[src/rtl/nlw_pkg.sv]
package nlw_pkg;

    // Control carried alongside the addresses in the read stage
    typedef struct packed {
        logic valid;   // lookup in flight
        logic oob;     // row index beyond the template
    } lk_ctl_t;

endpackage

[src/rtl/nlw_seg_index.sv]
// Per-column difference and segment address generation (combinational).
module nlw_seg_index #(
    parameter int STATE_W  = 8,
    parameter int SEG_BITS = 2,
    parameter int ROW_W    = 2,
    localparam int ADDR_W  = ROW_W + SEG_BITS
) (
    input  logic [STATE_W-1:0] centre,
    input  logic [STATE_W-1:0] nbr,
    input  logic [ROW_W-1:0]   row,
    output logic [ADDR_W-1:0]  addr
);
    logic [STATE_W:0]          diff;
    logic [SEG_BITS-1:0]       seg;
    logic [STATE_W-SEG_BITS:0] unused_diff_lo;

    always_comb begin
        // sign-extend both operands by one bit so the difference cannot wrap
        diff = {centre[STATE_W-1], centre} - {nbr[STATE_W-1], nbr};
        seg  = diff[STATE_W -: SEG_BITS];
        addr = {row, seg};
    end

    assign unused_diff_lo = diff[STATE_W-SEG_BITS:0];

endmodule

[src/rtl/nlw_seg_ram.sv]
// One column's segment-weight store with a registered read port.
module nlw_seg_ram #(
    parameter int WEIGHT_W = 9,
    parameter int ADDR_W   = 4,
    parameter int DEPTH    = 12
) (
    input  logic                clk,
    input  logic                rst_n,
    input  logic                rd_en,
    input  logic [ADDR_W-1:0]   rd_addr,
    input  logic                rd_oob,
    input  logic                wr_en,
    input  logic [ADDR_W-1:0]   wr_addr,
    input  logic [WEIGHT_W-1:0] wr_data,
    output logic [WEIGHT_W-1:0] rdata
);
    typedef struct packed {
        logic [DEPTH-1:0][WEIGHT_W-1:0] mem;
        logic [WEIGHT_W-1:0]            rdata;
    } ram_st_t;

    ram_st_t st_d, st_q;

    always_comb begin
        st_d = st_q;
        if (rd_en) begin
            if (rd_oob || int'(rd_addr) >= DEPTH)
                st_d.rdata = '0;
            else
                st_d.rdata = st_q.mem[rd_addr];
        end
        if (wr_en && int'(wr_addr) < DEPTH)
            st_d.mem[wr_addr] = wr_data;
    end

    always_ff @(posedge clk or negedge rst_n) begin
        if (!rst_n) st_q <= '0;
        else        st_q <= st_d;
    end

    assign rdata = st_q.rdata;

    // the top never lets a write collide with a read
    a_r6_write_idle: assert property (@(posedge clk) disable iff (!rst_n)
        wr_en |-> !rd_en);

    // an out-of-range row reads back as zero
    a_r9_oob_zero: assert property (@(posedge clk) disable iff (!rst_n)
        (rd_en && rd_oob) |=> (rdata == '0));

endmodule

[src/rtl/nlw_pipe_delay.sv]
// Fixed-length register delay line for data that must track the lookup.
module nlw_pipe_delay #(
    parameter int W      = 8,
    parameter int STAGES = 2
) (
    input  logic         clk,
    input  logic         rst_n,
    input  logic [W-1:0] din,
    output logic [W-1:0] dout
);
    logic [STAGES-1:0][W-1:0] sh_d, sh_q;

    always_comb begin
        sh_d[0] = din;
        for (int i = 1; i < STAGES; i++)
            sh_d[i] = sh_q[i-1];
    end

    always_ff @(posedge clk or negedge rst_n) begin
        if (!rst_n) sh_q <= '0;
        else        sh_q <= sh_d;
    end

    assign dout = sh_q[STAGES-1];

endmodule

[src/rtl/nlw_lookup.sv]
// Top: three-column piecewise-constant weight lookup with aligned data.
module nlw_lookup #(
    parameter int  STATE_W  = 8,
    parameter int  WEIGHT_W = 9,
    parameter int  SEG_BITS = 2,
    parameter int  ROWS     = 3,
    parameter int  COLS     = 3,
    localparam int ROW_W    = (ROWS > 1) ? $clog2(ROWS) : 1,
    localparam int COL_W    = (COLS > 1) ? $clog2(COLS) : 1,
    localparam int ADDR_W   = ROW_W + SEG_BITS
) (
    input  logic                     clk,
    input  logic                     rst_n,
    input  logic                     in_valid,
    input  logic [STATE_W-1:0]       centre_in,
    input  logic [COLS*STATE_W-1:0]  nbr_in,
    input  logic [ROW_W-1:0]         row_sel,
    input  logic                     wr_en,
    input  logic [COL_W-1:0]         wr_col,
    input  logic [ADDR_W-1:0]        wr_addr,
    input  logic [WEIGHT_W-1:0]      wr_data,
    output logic                     out_valid,
    output logic [COLS*WEIGHT_W-1:0] weight_out,
    output logic [STATE_W-1:0]       centre_out,
    output logic [COLS*STATE_W-1:0]  nbr_out
);
    import nlw_pkg::*;

    localparam int SEGS    = 1 << SEG_BITS;
    localparam int DEPTH   = ROWS * SEGS;
    localparam int LAT     = 2;  // address register + RAM read register
    localparam int DLY_W   = 1 + STATE_W + COLS * STATE_W;

    typedef struct packed {
        lk_ctl_t                       ctl;
        logic [COLS-1:0][ADDR_W-1:0]   addr;
    } stage_t;

    stage_t                      s1_d, s1_q;
    logic [COLS-1:0][ADDR_W-1:0] addr_c;
    logic                        wr_ok;
    logic [DLY_W-1:0]            dly_in, dly_out;

    // ---------------- per-column address generation and RAMs ----------------
    for (genvar c = 0; c < COLS; c++) begin : g_col
        logic col_we;

        nlw_seg_index #(
            .STATE_W (STATE_W),
            .SEG_BITS(SEG_BITS),
            .ROW_W   (ROW_W)
        ) u_idx (
            .centre(centre_in),
            .nbr   (nbr_in[c*STATE_W +: STATE_W]),
            .row   (row_sel),
            .addr  (addr_c[c])
        );

        assign col_we = wr_ok && (int'(wr_col) == c);

        nlw_seg_ram #(
            .WEIGHT_W(WEIGHT_W),
            .ADDR_W  (ADDR_W),
            .DEPTH   (DEPTH)
        ) u_ram (
            .clk    (clk),
            .rst_n  (rst_n),
            .rd_en  (s1_q.ctl.valid),
            .rd_addr(s1_q.addr[c]),
            .rd_oob (s1_q.ctl.oob),
            .wr_en  (col_we),
            .wr_addr(wr_addr),
            .wr_data(wr_data),
            .rdata  (weight_out[c*WEIGHT_W +: WEIGHT_W])
        );
    end

    // ---------------- address stage ----------------
    always_comb begin
        s1_d           = s1_q;
        s1_d.ctl.valid = in_valid;
        s1_d.ctl.oob   = (int'(row_sel) >= ROWS);
        s1_d.addr      = addr_c;
        // host writes only while nothing is being looked up
        wr_ok = wr_en && !in_valid && !s1_q.ctl.valid && (int'(wr_col) < COLS);
    end

    always_ff @(posedge clk or negedge rst_n) begin
        if (!rst_n) s1_q <= '0;
        else        s1_q <= s1_d;
    end

    // ---------------- data alignment ----------------
    assign dly_in = {in_valid, centre_in, nbr_in};

    nlw_pipe_delay #(
        .W     (DLY_W),
        .STAGES(LAT)
    ) u_dly (
        .clk  (clk),
        .rst_n(rst_n),
        .din  (dly_in),
        .dout (dly_out)
    );

    assign {out_valid, centre_out, nbr_out} = dly_out;

    // ---------------- assertions ----------------

    a_r1_reset_idle: assert property (@(posedge clk)
        $rose(rst_n) |-> !out_valid);

    // a lookup in the read stage reaches the output on the next edge
    a_r2_stage_to_out: assert property (@(posedge clk) disable iff (!rst_n)
        s1_q.ctl.valid |=> out_valid);

    // no spurious valid
    a_r2_idle_to_out: assert property (@(posedge clk) disable iff (!rst_n)
        !s1_q.ctl.valid |=> !out_valid);

    // an accepted write is never adjacent to an in-flight lookup
    a_r6_gate_in: assert property (@(posedge clk) disable iff (!rst_n)
        wr_ok |-> !(in_valid || s1_q.ctl.valid));

endmodule

[config.mk]
export PLATFORM = sky130hd
export DESIGN_NAME = nlw_lookup
export DESIGN_NICKNAME = d
export VERILOG_FILES = /design/src/rtl/nlw_pkg.sv /design/src/rtl/nlw_seg_index.sv /design/src/rtl/nlw_seg_ram.sv /design/src/rtl/nlw_pipe_delay.sv /design/src/rtl/nlw_lookup.sv
export SDC_FILE = /design/constraint.sdc
export NUM_CORES = 1
export LEC_CHECK = 0
export BUFFER_PORTS_ARGS = -buffer_cell sky130_fd_sc_hd__buf_2
export CAP_MARGIN = 10
export CORE_ASPECT_RATIO = 0.8
export CORE_MARGIN = 1
export CORE_UTILIZATION = 61
export CTS_BUF_LIST = sky130_fd_sc_hd__clkbuf_8
export CTS_CLUSTER_DIAMETER = 100
export DETAILED_ROUTE_END_ITERATION = 12
export PLACE_DENSITY = 0.83
export SLEW_MARGIN = 20
export SYNTH_ARGS = -nofsm -noshare
export SYNTH_HDL_FRONTEND = slang
export SYNTH_SLANG_ARGS = --single-unit
[constraint.sdc]
create_clock -name clk -period 2.4 [get_ports clk]
set_input_delay 0.36 -clock clk [delete_from_list [all_inputs] [get_ports clk]]
set_output_delay 0.36 -clock clk [all_outputs]
set_load 0.02 [all_outputs]
==> flow_summary.yaml, run 1 <==
drt:
  drtPass1Iterations: 5
  drtAntennaViolNets: 0
  highest_layer: "met4"
  drc: 0
  num_vias: 10600
  drt-initial-drc-count: 623
  wirelength_um: 41300
  via_per_inst: 6.03
  wire_per_inst_um: 23.5
  met2WireLength_um: 20500
  wl_met3_um: 2120
  met1_length_um: 17400
critical_path:
  worst_setup_path_end_kind: "flip-flop"
  cp_max_fo: 12
  r2r-end: "g_col[0].u_ram.st_q[57]$_DFFE_PN0P_"
  r2r_start: "s1_q[13]$_DFF_PN0_"
  worst-setup-path-type: "in2reg"
  cp-start-kind: "input port"
  cp_slowest_stage_delay_ps: 540
  cp_num_buf_inv: 3
  slowest_stage: "dlygate4sd3_1"
  critical_path.top_delay_family: "simple AND/OR/NAND/NOR gates"
  critical_path_required_ps: 2860
  reg2regPathDepth: 5
  crit_chain: "dlygate4sd3_1 > buf_2 > nor4b_2 > nand2b_1 > buf_4 > nor3_4 > mux2_2"
  arrival_ps: 2700
  ff2ff_setup_slack_ps: 170
yosys:
  synth_area_leaders: "dfrtp_1, mux2_2, mux4_2"
  synth_edf_count: 0
  synth_ff_type: "dfrtp_1"
  ys_ff_latch: 426
  seq_area_frac_synth: 0.582
  synthCells: 1178
  syn_avg_cell_area_um2: 15.5
  async_flop_share: 1.00
  post-synth-top-count-cell: "dfrtp_1"
  synth_commonest_cells: "dfrtp_1, mux2_2, mux4_2"
  syn-num-nets: 1252
  synth_top_cell_by_area: "dfrtp_1"
  synth_top_area_frac: 0.582
  synth.distinct_cells: 41
  synth_warnings: 0
  synthesis.area_um2: 18300
final_layout:
  multi_input_area_um2: 6880
  syn2layout_area_growth_pct: 14.0
  regArea_um2: 10700
  fillers: 1837
  layout.nets: 1405
  final_area_um2: 20900
  drive_above_1_share: 0.480
  post_layout_nonfiller_instances: 1759
floorplanning:
  fp.dieW_um: 196
  pin_count: 113
  fp.coreArea_um2: 29400
  rows: 56
  dieArea_um2: 30700
  start_util: 0.622
  die_y_um: 157
sta:
  tightest_slew_ps: 814
  fmaxAchievable_mhz: 446
  fin_setup_tns_ps: 0
  setup_viol: 0
  finClkSkew_ps: 28.9
  grt_setup_unrepaired: "false"
  maxSlewViolCount: 0
  fin_crit_ps: 2240
  whs_ps: 289
  fin_crit_sh: 0.935
  finalHoldViolCount: 0
  max-slew-margin-rel: 0.457
global_route:
  grt_pass1_wl_um: 65900
  grt_use_total: 0.286
  antenna_found_initial: 4
  grt_max_degree: 109
  overflow: 0
  grt_pass1_vias: 11644
power_and_ir_drop:
  power_density_nw_per_um2: 734
  p_leak_nw: 10.3
  power_mw: 15.3
  vdd_drop_max_v: 0.000671
outcome:
  outcome: "finished, final reports clean"
clocking:
  cts_buffers: 66
  cts-root-buf: "clkbuf_8"
  clkLatencyLatePin_ps: 600
  clkTransAtPathRegs_ps: 60
  h-tree-depth: 3
  cts_buffer_depth: 3
  cts.sinks: 426
  cts_tree: "yes"
placed_design:
  hpwl_um: 24800
  place_inst: 1604
  port_buffers: 112
  place.gp.congestion: 0.810
  placed_area_um2: 19200
job:
  maxCapViolations: 0
hold_path:
  hp-class: "in2async"
stage by stage:
stage | util | worst slack (ps)
after global routing | 0.709 | 67.4
after detailed placement | 0.654 | 97.7
after floorplan | - | 568
after CTS | 0.709 | 180
after global placement | 0.654 | 133
final | 0.709 | 157
sequential cells by signal, indices dropped and copies added (netlist names):
signal,cells
u_dly.dout,33
s1_q,10
g_col.u_ram.st_q,324
u_dly.sh_d,32
g_col.u_ram.rdata,27
layer usage:
metal | GRT usage | up-vias
li1 | - | 4573
met1 | 0.383 | 5594
met2 | 0.470 | 345
met3 | 0.0527 | 88
met4 | 0.116 | 0
met5 | 0 | -
area by class of cell:
| cell class | instances | area share |
|---|---|---|
| Antenna cell | 4 | 0.000479 |
| Clock buffer | 79 | 0.0521 |
| Clock inverter | 36 | 0.00893 |
| Inverter | 74 | 0.0133 |
| Multi-Input combinational cell | 583 | 0.330 |
| Sequential cell | 426 | 0.511 |
| Tap cell | 377 | 0.0226 |
| Timing Repair Buffer | 180 | 0.0621 |
report_power, final:
group          total (mW)  internal, mW  leakage, nW  switching, mW
Clock                5.82          3.02        0.753           2.81
Sequential           7.78          7.55         5.72          0.225
Combinational        1.72         0.818         3.83          0.897
worst max path at each step:
stage,start,slack [ps],to,cells after the start
final,in_valid,160,g_col[0].u_ram.st_q[57]$_DFFE_PN0P_,7
after global routing,s1_q[13]$_DFF_PN0_,70,g_col[2].u_ram.st_q[80]$_DFFE_PN0P_,5
after CTS,s1_q[13]$_DFF_PN0_,180,g_col[0].u_ram.st_q[57]$_DFFE_PN0P_,5
after detailed placement,wr_col[1],100,g_col[0].u_ram.st_q[57]$_DFFE_PN0P_,6
after global placement,wr_col[1],130,g_col[0].u_ram.st_q[62]$_DFFE_PN0P_,6
after floorplan,s1_q[13]$_DFF_PN0_,570,g_col[0].u_ram.st_q[53]$_DFFE_PN0P_,5
cell usage in the layout (no fill, tap or decap), drive strengths merged, types with 25 or more instances in the layout:
cell	n
inv	103
buf	144
mux4	81
mux2	324
a22oi	26
dlygate4sd3	36
o221ai	27
clkbuf	79
nand2	25
dfrtp	426
cells by family after synthesis:
family / Yosys count / share of synthesized area
DFF: 426 / 0.582
and+or+nand+nor: 82 / 0.0303
adders and majority gates: 21 / 0.0143
AOI/OAI and AO/OA: 68 / 0.0287
muxes: 409 / 0.301
buffers and inverters: 169 / 0.0422
xor gates and xnor gates: 3 / 0.00143
what timing repair did:
action,in CTS,in global routing
gates resized for setup,0,0
hold endpoints to repair,79,0
setup endpoints to repair,0,0
setup buffers,0,0
hold buffers,36,0
Power figures use the tool's default switching activity.
==> run 2: changes to the inputs <==
RECOVER_POWER = 25   (was unset)
==> flow_summary.yaml, run 2 (synthesized netlist as in run 1, its figures left out) <==
outcome:
  outcome: "finished, final reports clean"
power_and_ir_drop:
  p_leak_nw: 10.2
  power_mw: 15.3
  vdd_drop_max_v: 0.000677
  power_density_nw_per_um2: 735
final_layout:
  layout.nets: 1405
  drive_above_1_share: 0.455
  largest_reg_flops: 324
  syn2layout_area_growth_pct: 13.7
  final_common_cell: "dfrtp_1"
  top_register: "g_col.u_ram.st_q"
  final_core_util: 0.707
  fillers: 1862
  final_cell_mix: "dfrtp_1, mux2_2, inv_1"
critical_path:
  cp_max_fo: 12
  critical_path_required_ps: 2860
  r2r_start: "s1_q[13]$_DFF_PN0_"
  crit_chain: "dlygate4sd3_1 > clkbuf_1 > nor4b_2 > nand2b_1 > buf_4 > nor3_4 > mux2_2"
  r2r-end: "g_col[0].u_ram.st_q[57]$_DFFE_PN0P_"
  ff2ff_setup_slack_ps: 170
  cp_slowest_stage_delay_ps: 550
  cp-start-kind: "input port"
  slowest_stage: "dlygate4sd3_1"
  worst-setup-path-type: "in2reg"
  worst_setup_path_end_kind: "flip-flop"
  reg2regPathDepth: 5
  arrival_ps: 2700
drt:
  wirelength_um: 41200
  num_vias: 10633
  drc: 0
  drtPass1Iterations: 5
  drtAntennaViolNets: 0
  drt-initial-drc-count: 613
  wire_per_inst_um: 23.4
  via_per_inst: 6.04
clocking:
  cts_tree: "yes"
  cts_buffer_depth: 3
  cts-root-buf: "clkbuf_8"
  clkTransAtPathRegs_ps: 70
  cts.sinks: 426
  clkLatencyLatePin_ps: 600
  h-tree-depth: 3
  cts_buffers: 66
floorplanning:
  start_util: 0.622
  pin_count: 113
  dieArea_um2: 30700
  rows: 56
  fp.dieW_um: 196
  die_y_um: 157
  fp.coreArea_um2: 29400
sta:
  fin_setup_tns_ps: 0
  setup_viol: 0
  tightest_slew_ps: 1370
  fin_crit_ps: 2250
  max-slew-margin-rel: 0.0896
  finClkSkew_ps: 31.9
  finalHoldViolCount: 0
  maxSlewViolCount: 0
  fmaxAchievable_mhz: 445
  grt_setup_unrepaired: "false"
  fin_crit_sh: 0.936
global_route:
  grt_busiest_layer: "met2"
  grt_use_total: 0.286
  antenna_found_initial: 4
  grt_max_degree: 109
  grtUsageMet2: 0.470
  grtUsageMet1: 0.383
  grt_pass1_vias: 11644
  grt_pass1_wl_um: 65900
  overflow: 0
  use_met3: 0.0527
placed_design:
  port_buffers: 112
  place.gp.congestion: 0.810
  hpwl_um: 24800
hold_path:
  min_from: "u_dly.sh_d[57]$_DFF_PN0_"
  hold_path_depth: 0
  hp-class: "reg2reg"
  holdPathEnd: "u_dly.dout[24]$_DFF_PN0_"
job:
  maxCapViolations: 0
==> run 2: worst max path at each step <==
stage | slack (ps) | cells after the start | start | end
finish | 150 | 7 | in_valid | g_col[0].u_ram.st_q[57]$_DFFE_PN0P_
global route | 70 | 5 | s1_q[13]$_DFF_PN0_ | g_col[2].u_ram.st_q[80]$_DFFE_PN0P_
CTS | 180 | 5 | s1_q[13]$_DFF_PN0_ | g_col[0].u_ram.st_q[57]$_DFFE_PN0P_
detailed placement | 100 | 6 | wr_col[1] | g_col[0].u_ram.st_q[57]$_DFFE_PN0P_
global placement | 130 | 6 | wr_col[1] | g_col[0].u_ram.st_q[62]$_DFFE_PN0P_
floorplan | 570 | 5 | s1_q[13]$_DFF_PN0_ | g_col[0].u_ram.st_q[53]$_DFFE_PN0P_
==> run 2: power breakdown <==
| group | total (mW) | leakage, nW | switching (mW) | internal, mW |
|---|---|---|---|---|
| Clock | 5.82 | 0.753 | 2.81 | 3.02 |
| Combinational | 1.70 | 3.73 | 0.897 | 0.808 |
| Sequential | 7.78 | 5.72 | 0.225 | 7.55 |
| Total | 15.3 | 10.2 | 3.93 | 11.4 |
==> run 2: layer usage <==
metal / wire, um / part of all wire / vias to the layer above
met5: 0 / 0 / -
met4: 1260 / 0.030 / 0
met3: 2220 / 0.054 / 90
met2: 20400 / 0.49 / 367
met1: 17400 / 0.42 / 5594
li1: - / - / 4582
==> run 2: what timing repair did <==
action	in CTS	in global routing
endpoints found under the hold margin	79	0
setup buffers	0	0
endpoints found under the setup margin	0	0
resized for setup	0	0
hold buffers	36	0
==> run 2: worst max-delay path, delay by kind of cell <==
kind,cells,cell delay [ps]
buffers and inverters,3,910
multiplexers,1,410
AND/OR/NAND/NOR,3,1020
==> run 2: through the flow <==
step                      area [um^2]  worst slack, ps  hold WS (ps)  cells
after CTS                       20900              180           272   1755
after detailed placement        19200             97.7           307   1604
after global placement          19200              133           305   1604
final                           20800              153           349   1759
after floorplan                 18300              568          64.4   1178
after global routing            20800             67.1           350   1759
==> run 2: layout make-up <==
cell class	count	area, um^2	share of cell area
Antenna cell	4	10.0	0.000481
Clock buffer	79	1090	0.0522
Clock inverter	36	186	0.00895
Inverter	74	278	0.0133
Multi-Input combinational cell	583	6880	0.331
Sequential cell	426	10700	0.512
Tap cell	377	472	0.0227
Timing Repair Buffer	180	1240	0.0596
==> run 3: changes to the inputs <==
CORE_UTILIZATION = 60   (was 61)
PLACE_DENSITY = 0.82   (was 0.83)
==> flow_summary.yaml, run 3 (synthesized netlist as in run 1, its figures left out) <==
outcome:
  outcome: "finished, final reports clean"
final_layout:
  layout.nets: 1408
  diodes: 0
  final_common_cell: "dfrtp_1"
  largest_reg_flops: 324
  drive_above_1_share: 0.466
  final_core_util: 0.706
  final_cell_mix: "dfrtp_1, mux2_2, inv_1"
  top_register: "g_col.u_ram.st_q"
  syn2layout_area_growth_pct: 14.2
floorplanning:
  pin_count: 113
  fp.coreArea_um2: 29600
  dieArea_um2: 31200
  fp.dieW_um: 197
  start_util: 0.618
  die_y_um: 158
  rows: 56
critical_path:
  cp_max_fo: 12
  cp_num_buf_inv: 3
  cp_slowest_stage_delay_ps: 550
  critical_path_required_ps: 2870
  worst_setup_path_end_kind: "flip-flop"
  crit_chain: "dlygate4sd3_1 > clkbuf_1 > nor4b_2 > nand2b_1 > buf_4 > and2b_1 > mux2_2"
  slowest_stage: "dlygate4sd3_1"
  critical_path.top_delay_family: "simple AND/OR/NAND/NOR gates"
  arrival_ps: 2740
  worst-setup-path-type: "in2reg"
  cp-start-kind: "input port"
clocking:
  post_cts_buffers: 0
  cts_buffer_depth: 3
  clkTransAtPathRegs_ps: 70
  h-tree-depth: 3
  cts_tree: "yes"
  cts-root-buf: "clkbuf_8"
  cts.sinks: 426
  clkLatencyLatePin_ps: 610
  cts_buffers: 66
drt:
  wire_per_inst_um: 23.3
  drtAntennaViolNets: 0
  drtPass1Iterations: 4
  drc: 0
  drt-initial-drc-count: 646
  wirelength_um: 41500
  num_vias: 10661
  via_per_inst: 5.97
power_and_ir_drop:
  power_density_nw_per_um2: 746
  vdd_drop_max_v: 0.000619
  p_leak_nw: 10.2
global_route:
  grt_pass1_vias: 11801
  overflow: 0
  grt_use_total: 0.283
  grt_pass1_wl_um: 65800
  grt_max_degree: 85
  antenna_found_initial: 0
placed_design:
  hpwl_um: 24300
  port_buffers: 112
  place.gp.congestion: 0.790
sta:
  fin_crit_ps: 2270
  finClkSkew_ps: 44.4
  fin_crit_sh: 0.947
  whs_ps: 352
  maxSlewViolCount: 0
  grt_setup_unrepaired: "false"
  setup_viol: 0
  finalHoldViolCount: 0
  max-slew-margin-rel: 0.184
  fmaxAchievable_mhz: 440
  fin_setup_tns_ps: 0
  tightest_slew_ps: 1220
hold_path:
  hp-class: "reg2reg"
job:
  maxCapViolations: 0
run 3: cell count changes in the layout (fill, tap and decap cells not counted), sizes merged:
cell      before  now
inv          103   89
clkinv         7    8
clkinvlp       0    3
buf          107  112
diode          4    0
bufinv         0    1
clkbuf       116  121
run 3: path summary, 6_finish.rpt:
| check | to | depth (start not counted) | start | slack [ps] |
|---|---|---|---|---|
| setup / recovery | g_col[0].u_ram.st_q[84]$_DFFE_PN0P_ | 7 | in_valid | 130 |
| hold / removal | u_dly.dout[17]$_DFF_PN0_ | 0 | u_dly.sh_d[50]$_DFF_PN0_ | 350 |
| setup reg to reg | g_col[0].u_ram.st_q[84]$_DFFE_PN0P_ | 5 | s1_q[13]$_DFF_PN0_ | 210 |
| hold reg to reg | u_dly.dout[17]$_DFF_PN0_ | 0 | u_dly.sh_d[50]$_DFF_PN0_ | 350 |
| max in group asynchronous | g_col[2].u_ram.st_q[78]$_DFFE_PN0P_ | 3 | rst_n | 580 |
| min in group asynchronous | g_col[2].u_ram.rdata[3]$_DFFE_PN0P_ | 2 | rst_n | 580 |
run 3: metal layers:
metal,GRT usage,share of wire
met1,0.379,0.43
met5,0,0
met3,0.0614,0.057
met4,0.0963,0.025
met2,0.465,0.49
run 3: timing repair:
item,CTS,global route
hold buffers,36,0
endpoints found under the setup margin,0,0
resized for setup,0,0
hold endpoints to repair,69,0
run 3: cell type report:
class	count	area, um^2
inverters	74	278
multi-input cells	583	6880
well taps	406	508
repair buffers	183	1240
flip-flops and latches	426	10700
clock inverters	27	161
clock buffers	86	1180
fillers	1914	8720
run 3: power by group:
| part | internal [mW] | switching, mW |
|---|---|---|
| Sequential | 7.55 | 0.213 |
| Combinational | 0.786 | 0.903 |
| Clock | 3.33 | 2.82 |
| Total | 11.7 | 3.93 |
run 3: metrics by stage:
| step | area (um^2) | instances | total power [mW] | setup slack [ps] |
|---|---|---|---|---|
| 6_report | 20900 | 1785 | 15.6 | 128 |
| 5_1_grt | 20900 | 1785 | 16.2 | 104 |
| 4_1_cts | 21000 | 1785 | 15.7 | 194 |
| 3_5_place_dp | 19300 | 1636 | 9.53 | 93.7 |
| 3_3_place_gp | 19300 | 1636 | 9.46 | 103 |
| 2_1_floorplan | 18300 | 1178 | 8.92 | 568 |
